--- src/rtl/nbtx_pkg.sv ---
package nbtx_pkg;
  typedef enum logic [2:0] {
    ST_IDLE,
    ST_WAIT,
    ST_SEND,
    ST_FIRST,
    ST_DATA
  } tx_state_e;
endpackage

--- src/rtl/nbtx_shifter.sv ---
module nbtx_shifter #(
  parameter int SR_W = 9
) (
  input  logic            clk,
  input  logic            rst_n,
  input  logic            load,
  input  logic [SR_W-1:0] load_val,
  input  logic            shift,
  input  logic            fill_bit,
  output logic [SR_W-1:0] q,
  output logic            drained
);
  // The frame is drained when only the ninth bit is left, the marker sits just above it, and all higher positions are zero.
  function automatic logic is_drained(input logic [SR_W-1:0] v);
    return (v[SR_W-1:2] == '0) && v[1];
  endfunction

  always_ff @(posedge clk or negedge rst_n) begin
    if (!rst_n) q <= '0;
    else if (load) q <= load_val;
    else if (shift) q <= {fill_bit, q[SR_W-1:1]};
  end

  assign drained = is_drained(q);

  // a marker fill lands in the top position
  a_r5_marker_lands: assert property (@(posedge clk) disable iff (!rst_n)
    (shift && !load && fill_bit) |=> q[SR_W-1]);
endmodule

--- src/rtl/nbtx_done_flag.sv ---
module nbtx_done_flag (
  input  logic clk,
  input  logic rst_n,
  input  logic set,
  input  logic clr,
  output logic flag
);
  always_ff @(posedge clk or negedge rst_n) begin
    if (!rst_n) flag <= 1'b0;
    else if (set) flag <= 1'b1;
    else if (clr) flag <= 1'b0;
  end

  // sticky until cleared
  a_r7_sticky: assert property (@(posedge clk) disable iff (!rst_n)
    (flag && !clr) |=> flag);
  a_r7_clear: assert property (@(posedge clk) disable iff (!rst_n)
    (clr && !set) |=> !flag);
endmodule

--- src/rtl/ninebit_frame_tx.sv ---
module ninebit_frame_tx #(
  parameter int DATA_W = 8
) (
  input  logic              clk,
  input  logic              rst_n,
  input  logic              bit_tick,
  input  logic              wr_stb,
  input  logic [DATA_W-1:0] wr_data,
  input  logic              wr_ninth,
  input  logic              done_clr,
  output logic              txd,
  output logic              busy,
  output logic              done_flag
);
  import nbtx_pkg::*;

  localparam int SR_W       = DATA_W + 1;
  localparam int FRAME_BITS = DATA_W + 3;
  localparam int CNT_W      = $clog2(FRAME_BITS + 1);

  tx_state_e        state_q, state_d;
  logic [SR_W-1:0]  sr_q;
  logic             sr_drained;
  logic             wr_take;
  logic             do_shift;
  logic             fill_bit;
  logic             frame_end;
  logic [CNT_W-1:0] tick_cnt_q;

  assign wr_take = wr_stb && (state_q == ST_IDLE);

  always_comb begin
    state_d   = state_q;
    do_shift  = 1'b0;
    fill_bit  = 1'b0;
    frame_end = 1'b0;
    unique case (state_q)
      ST_IDLE:  if (wr_take) state_d = ST_WAIT;
      ST_WAIT:  if (bit_tick) state_d = ST_SEND;
      ST_SEND:  if (bit_tick) state_d = ST_FIRST;
      ST_FIRST: if (bit_tick) begin
        state_d  = ST_DATA;
        do_shift = 1'b1;
        fill_bit = 1'b1;
      end
      ST_DATA:  if (bit_tick) begin
        do_shift = 1'b1;
        if (sr_drained) begin
          state_d   = ST_IDLE;
          frame_end = 1'b1;
        end
      end
      default:  state_d = ST_IDLE;
    endcase
  end

  always_ff @(posedge clk or negedge rst_n) begin
    if (!rst_n) state_q <= ST_IDLE;
    else state_q <= state_d;
  end

  // Tick count since the write, kept so the assertions can check the frame length.
  always_ff @(posedge clk or negedge rst_n) begin
    if (!rst_n) tick_cnt_q <= '0;
    else if (wr_take) tick_cnt_q <= '0;
    else if (bit_tick && state_q != ST_IDLE) tick_cnt_q <= tick_cnt_q + 1'b1;
  end

  nbtx_shifter #(.SR_W(SR_W)) u_shifter (
    .clk      (clk),
    .rst_n    (rst_n),
    .load     (wr_take),
    .load_val ({wr_ninth, wr_data}),
    .shift    (do_shift),
    .fill_bit (fill_bit),
    .q        (sr_q),
    .drained  (sr_drained)
  );

  nbtx_done_flag u_done (
    .clk   (clk),
    .rst_n (rst_n),
    .set   (frame_end),
    .clr   (done_clr),
    .flag  (done_flag)
  );

  always_comb begin
    unique case (state_q)
      ST_SEND:           txd = 1'b0;
      ST_FIRST, ST_DATA: txd = sr_q[0];
      default:           txd = 1'b1;
    endcase
  end

  assign busy = (state_q != ST_IDLE);

  // idle line is high
  a_r1_idle_high: assert property (@(posedge clk) disable iff (!rst_n)
    !busy |-> txd);
  // a write during a frame leaves the shift register untouched
  a_r2_write_ignored: assert property (@(posedge clk) disable iff (!rst_n)
    (busy && wr_stb && !bit_tick) |=> $stable(sr_q));
  // completion lands on the 11th tick after the write
  a_r6_eleventh_tick: assert property (@(posedge clk) disable iff (!rst_n)
    frame_end |-> (tick_cnt_q == CNT_W'(FRAME_BITS - 1)));
  // busy only drops together with a set done flag
  a_r6_busy_done: assert property (@(posedge clk) disable iff (!rst_n)
    $fell(busy) |-> done_flag);
  // line changes only after a tick
  a_r8_tick_aligned: assert property (@(posedge clk) disable iff (!rst_n)
    !$stable(txd) |-> $past(bit_tick));
endmodule

--- config.mk ---
export PLATFORM = sky130hd
export DESIGN_NAME = ninebit_frame_tx
export DESIGN_NICKNAME = d
export VERILOG_FILES = /design/src/rtl/nbtx_pkg.sv /design/src/rtl/nbtx_shifter.sv /design/src/rtl/nbtx_done_flag.sv /design/src/rtl/ninebit_frame_tx.sv
export SDC_FILE = /design/constraint.sdc
export NUM_CORES = 1
export LEC_CHECK = 0
export CORE_ASPECT_RATIO = 0.9
export CORE_MARGIN = 2
export CORE_UTILIZATION = 43
export CTS_BUF_LIST = sky130_fd_sc_hd__clkbuf_4 sky130_fd_sc_hd__clkbuf_8 sky130_fd_sc_hd__clkbuf_16
export CTS_CLUSTER_DIAMETER = 150
export DETAILED_ROUTE_END_ITERATION = 16
export GPL_TIMING_DRIVEN = 0
export PLACE_DENSITY = 0.79
export SYNTH_ARGS = -nofsm -noshare
export SYNTH_HDL_FRONTEND = slang
export SYNTH_SLANG_ARGS = --single-unit
--- constraint.sdc ---
create_clock -name clk -period 1.7 [get_ports clk]
set_input_delay 0.17 -clock clk [delete_from_list [all_inputs] [get_ports clk]]
set_output_delay 0.17 -clock clk [all_outputs]
set_load 0.01 [all_outputs]
==> flow_summary.yaml, run 1 <==
outcome:
  outcome: "finished, final reports clean"
yosys:
  synth-edff-count: 0
  synthTopCellsByCount: "13 x dfrtp_1, 9 x mux2_2, 8 x mux2_4"
  synthTopCellsByArea: "dfrtp_1 43%, mux2_4 16%, mux2_2 13%"
  syn_area_um2: 752
  ys_seq_area_frac: 0.433
  synth-main-ff-cell: "dfrtp_1"
  syn_inst: 59
  synth.most_common_cell: "dfrtp_1"
  synth-seq-cells: 13
  syn_nets: 73
  synth_top_area_share: 0.433
  synthArstFlopShare: 1.00
  ys_warn_count: 0
  synth.avg_cell_area_um2: 12.7
  synthDistinctLibCells: 24
  synth_area_leader_cell: "dfrtp_1"
clocking:
  cts.path.max_buffers: 2
  clk_pin_slew_ps: 90
  clkSinkCount: 13
  cts-root-buf: "clkbuf_4"
  clkLatencyLatePin_ps: 280
  postCtsHoldBufs: 0
  tritoncts: "yes"
  numCtsBuffers: 3
  htree_levels: 1
power:
  p_leak_nw: 0.435
  powerDensity_nw_per_um2: 1750
  power_mw: 1.72
  vdd_drop_max_v: 0.000808
worst_setup_path:
  required_ps: 1860
  path_class: "register to register"
  cp_max_fo: 9
  arrival_ps: 1850
  r2r_start: "state_q[1]"
  regToRegEndpoint: "u_shifter.q[5]"
  start_kind: "register"
  cp-end-kind: "register"
  ff2ff_setup_slack_ps: 10
  rr_worst_depth: 5
timing:
  clock.fmax_mhz: 593
  worst_pin_slew_ps: 557
  clock_skew_ps: 8.28
  setup_viol: 0
  finalCritPeriodShare: 0.992
  finalCriticalPeriod_ps: 1690
  setup_slack_ps: 14.0
  hold_viol: 0
  relSlewSlack: 0.627
  rsz0062_at_grt: "true"
  setup_tns_ps: 0
  drv_slew: 0
detailed_routing:
  num_vias: 501
  via_per_inst: 4.82
  drc: 0
  final_antenna_net_count: 0
  wirelength_mm: 1.34
  routedWlPerCell_um: 12.9
  drt_first_pass_iters: 4
  drt_iter0_drc: 6
place:
  port_buffers: 16
  routabilityCongestion: 0.724
  dp_hpwl_um: 957
  post-place-ws_ps: -330
layout:
  drive_gt1_frac: 0.363
  diodes: 0
  fin_util: 0.591
  fillers: 138
  nNetsFinal: 95
  area_growth_pct: 30.8
floorplanning:
  dieWidth_um: 48.1
  fp-row-count: 14
  dieHeight_um: 43.7
  io_pins: 17
  start_util: 0.452
  dieArea_um2: 2100
  core_um2: 1660
global_routing:
  grt_pass1_vias: 443
  grt_use_total: 0.141
  grt_overflow_total: 0
  met1_usage: 0.207
  met3_usage: 0.0250
  busiest_layer: "met1"
  antenna_found_initial: 0
  grt_use_met2: 0.192
  grt_pass1_wl_mm: 2.03
  grt_max_degree: 14
job:
  max-cap-violations: 0
worst_hold_path:
  hold_path.class: "primary input to asynchronous set/reset pin"
[layer usage]
metal  wire (µm)  share of wire
met1         672           0.50
met2         582           0.43
met3          58          0.043
met4          29          0.022
met5           0              0
[power by group]
part,internal (mW),switching (mW),leakage (nW)
Clock,0.107,0.107,0.0184
Sequential,0.457,0.105,0.160
Combinational,0.591,0.357,0.257
Total,1.16,0.569,0.435
[worst max-delay path, cell delays in order, from the launching register on]
cell     delay (ps)
dfrtp_1         380
buf_6           140
nor4b_4         280
buf_6           180
mux2_2          340
mux2_4          250
[cell usage in the layout (no fill, tap or decap), types with 2 or more instances in the layout]
| cell type | netlist | routed |
|---|---|---|
| dlygate4sd2_1 | 0 | 2 |
| nor2_1 | 3 | 2 |
| mux2_4 | 8 | 8 |
| inv_1 | 2 | 2 |
| dfrtp_1 | 13 | 13 |
| mux2_2 | 9 | 9 |
| buf_6 | 3 | 4 |
| nand2_1 | 3 | 3 |
| o22ai_1 | 2 | 2 |
| clkbuf_4 | 0 | 4 |
| clkdlybuf4s50_1 | 0 | 14 |
[metrics by stage]
stage / instances / area, µm² / hold slack, ps
floorplan: 59 / 752 / -126
global placement: 99 / 942 / 519
detailed placement: 99 / 942 / 519
CTS: 104 / 983 / 266
global route: 104 / 983 / 302
finish: 104 / 983 / 239
[layout make-up]
class | instances | area (µm²) | share of cell area
tap | 24 | 30.0 | 0.0305
sequential | 13 | 325 | 0.331
buffer | 4 | 38.8 | 0.0394
clock buffer | 4 | 30.0 | 0.0305
inverter | 2 | 7.51 | 0.00763
timing repair buffer | 17 | 169 | 0.172
multi-input combinational | 40 | 383 | 0.389
[state kept, by name, summed over array words and instances, names as in the netlist]
name         flops
u_done.flag      1
u_shifter.q      9
state_q          3
[worst max-delay path by stage]
stage / to / from / slack [ps] / depth (start not counted)
after global routing: u_shifter.q[2] / state_q[1] / -40 / 6
after floorplan: u_shifter.q[0] / state_q[2] / -20 / 4
after CTS: u_shifter.q[5] / state_q[1] / 10 / 5
after detailed placement: u_shifter.q[2] / wr_stb / -330 / 4
after global placement: u_shifter.q[2] / wr_stb / -310 / 4
final: u_shifter.q[5] / state_q[1] / 10 / 5
[logic make-up after synthesis]
kind of cell | share of synthesized area
mux | 0.295
simple gates | 0.136
flops | 0.433
compound gates | 0.0632
buf+inv | 0.0616
xor+xnor | 0.0116
[timing repair]
| action | CTS | global route |
|---|---|---|
| hold endpoints to repair | 0 | 0 |
| buffers inserted | 1 | 0 |
| gates cloned | 0 | 0 |
| pin swaps | 1 | 0 |
| endpoints found under the setup margin | 11 | 9 |
| gates resized for setup | 4 | 0 |
Power figures use the tool's default switching activity.
==> inputs of run 2 (changes only) <==
Settings changed: TNS_END_PERCENT from default to 1.
==> run 2 against run 1 <==
Combinational power about the same. Power unchanged. Critical path depth unchanged. Clock power about the same. Final area unchanged. Global-route usage unchanged. Register-to-register slack about the same. Clock skew unchanged. Largest power group unchanged.
==> flow_summary.yaml, run 2 (synthesis gave the netlist of run 1 again) <==
outcome:
  outcome: "finished, final reports clean"
global_routing:
  grt_use_total: 0.141
  grt_pass1_vias: 443
  antenna_found_initial: 0
  grt_max_degree: 14
  grt_overflow_total: 0
  grt_pass1_wl_mm: 2.03
power:
  powerDensity_nw_per_um2: 1750
  p_leak_nw: 0.435
  vdd_drop_max_v: 0.000808
worst_setup_path:
  start_kind: "register"
  rr_worst_depth: 5
  arrival_ps: 1850
  crit_path_start: "state_q[1]"
  r2r_start: "state_q[1]"
  cp-end-kind: "register"
  required_ps: 1860
  ff2ff_setup_slack_ps: 10
  path_class: "register to register"
  cp_max_fo: 9
layout:
  regMostFlops: "u_shifter.q"
  mostFrequentLayoutCell: "clkdlybuf4s50_1"
  area_growth_pct: 30.8
  largest_reg_flops: 9
  top_regs: "u_shifter.q (9), state_q (3), u_done.flag (1)"
  final_area_um2: 983
  nNetsFinal: 95
  drive_gt1_frac: 0.363
  diodes: 0
  final_cell_mix: "14 x clkdlybuf4s50_1, 13 x dfrtp_1, 9 x mux2_2"
  fin_util: 0.591
timing:
  clock.fmax_mhz: 593
  worst_pin_slew_ps: 557
  clock_skew_ps: 8.28
  setup_viol: 0
  finalCriticalPeriod_ps: 1690
  hold_viol: 0
  finalCritPeriodShare: 0.992
  drv_slew: 0
  relSlewSlack: 0.627
  rsz0062_at_grt: "true"
place:
  port_buffers: 16
  routabilityCongestion: 0.724
  dp_hpwl_um: 957
  placed_cell_area_um2: 942
detailed_routing:
  num_vias: 501
  wirelength_mm: 1.34
  drc: 0
  drt_iter0_drc: 6
  via_per_inst: 4.82
  drt_first_pass_iters: 4
  routed-wl-met2_um: 582
  final_antenna_net_count: 0
  dr_wl_met3_um: 58
  routedWlPerCell_um: 12.9
  met1Wirelength_um: 672
  topRoutingLayerUsed: "met4"
job:
  max-cap-violations: 0
floorplanning:
  fp-row-count: 14
  io_pins: 17
  dieWidth_um: 48.1
  core_um2: 1660
  dieHeight_um: 43.7
  dieArea_um2: 2100
  start_util: 0.452
clocking:
  cts-root-buf: "clkbuf_4"
  clkLatencyLatePin_ps: 280
  clk_pin_slew_ps: 90
  tritoncts: "yes"
  cts.path.max_buffers: 2
  numCtsBuffers: 3
  clkSinkCount: 13
  htree_levels: 1
worst_hold_path:
  hold_path.class: "primary input to asynchronous set/reset pin"
==> run 2: cell counts in the layout (fill, tap and decap cells not counted) <==
Identical to the previous run, type by type.
==> run 2: final cells by class <==
| cell class | instances | area [µm²] |
|---|---|---|
| repair buffers | 17 | 169 |
| clock buffers | 4 | 30.0 |
| fillers | 138 | 681 |
| flip-flops and latches | 13 | 325 |
| multi-input cells | 40 | 383 |
| plain buffers | 4 | 38.8 |
| inverters | 2 | 7.51 |
| well taps | 24 | 30.0 |
==> run 2: final timing paths <==
check / to
max in group asynchronous: u_shifter.q[5]
min in group clk: u_done.flag
worst max register to register: u_shifter.q[5]
worst min-delay path: state_q[0]
worst min register to register: u_done.flag
worst max-delay path: u_shifter.q[5]
==> run 2: repair_timing <==
action	CTS	global route
endpoints found under the setup margin	11	9
resized for setup	4	0
pin swaps	1	0
hold buffers	0	0
setup buffers	1	0
==> run 2: layer usage <==
layer  track usage  vias up
met2         0.192       12
li1              -      256
met5             0        -
met1         0.207      229
met3        0.0250        4
met4        0.0811        0
==> run 2: power breakdown <==
| group | total, mW | internal (mW) | switching, mW | leakage (nW) |
|---|---|---|---|---|
| combinational | 0.948 | 0.591 | 0.357 | 0.257 |
| sequential | 0.563 | 0.457 | 0.105 | 0.160 |
| clock | 0.214 | 0.107 | 0.107 | 0.0184 |
| total | 1.72 | 1.16 | 0.569 | 0.435 |
==> run 2: critical path: stages (launching register included) <==
cell	delay (ps)
dfrtp_1	380
buf_6	140
nor4b_4	280
buf_6	180
mux2_2	340
mux2_4	250
==> run 2: per-stage QoR <==
step,setup TNS [ps],hold WS (ps),setup slack [ps],cells,power (mW)
3_3_place_gp,-2540,519,-311,99,1.49
4_1_cts,0,266,12.9,104,1.74
6_report,0,239,14.0,104,1.72
3_5_place_dp,-2690,519,-330,99,1.52
2_1_floorplan,-124,-126,-15.5,59,1.30
5_1_grt,-257,302,-37.5,104,1.84
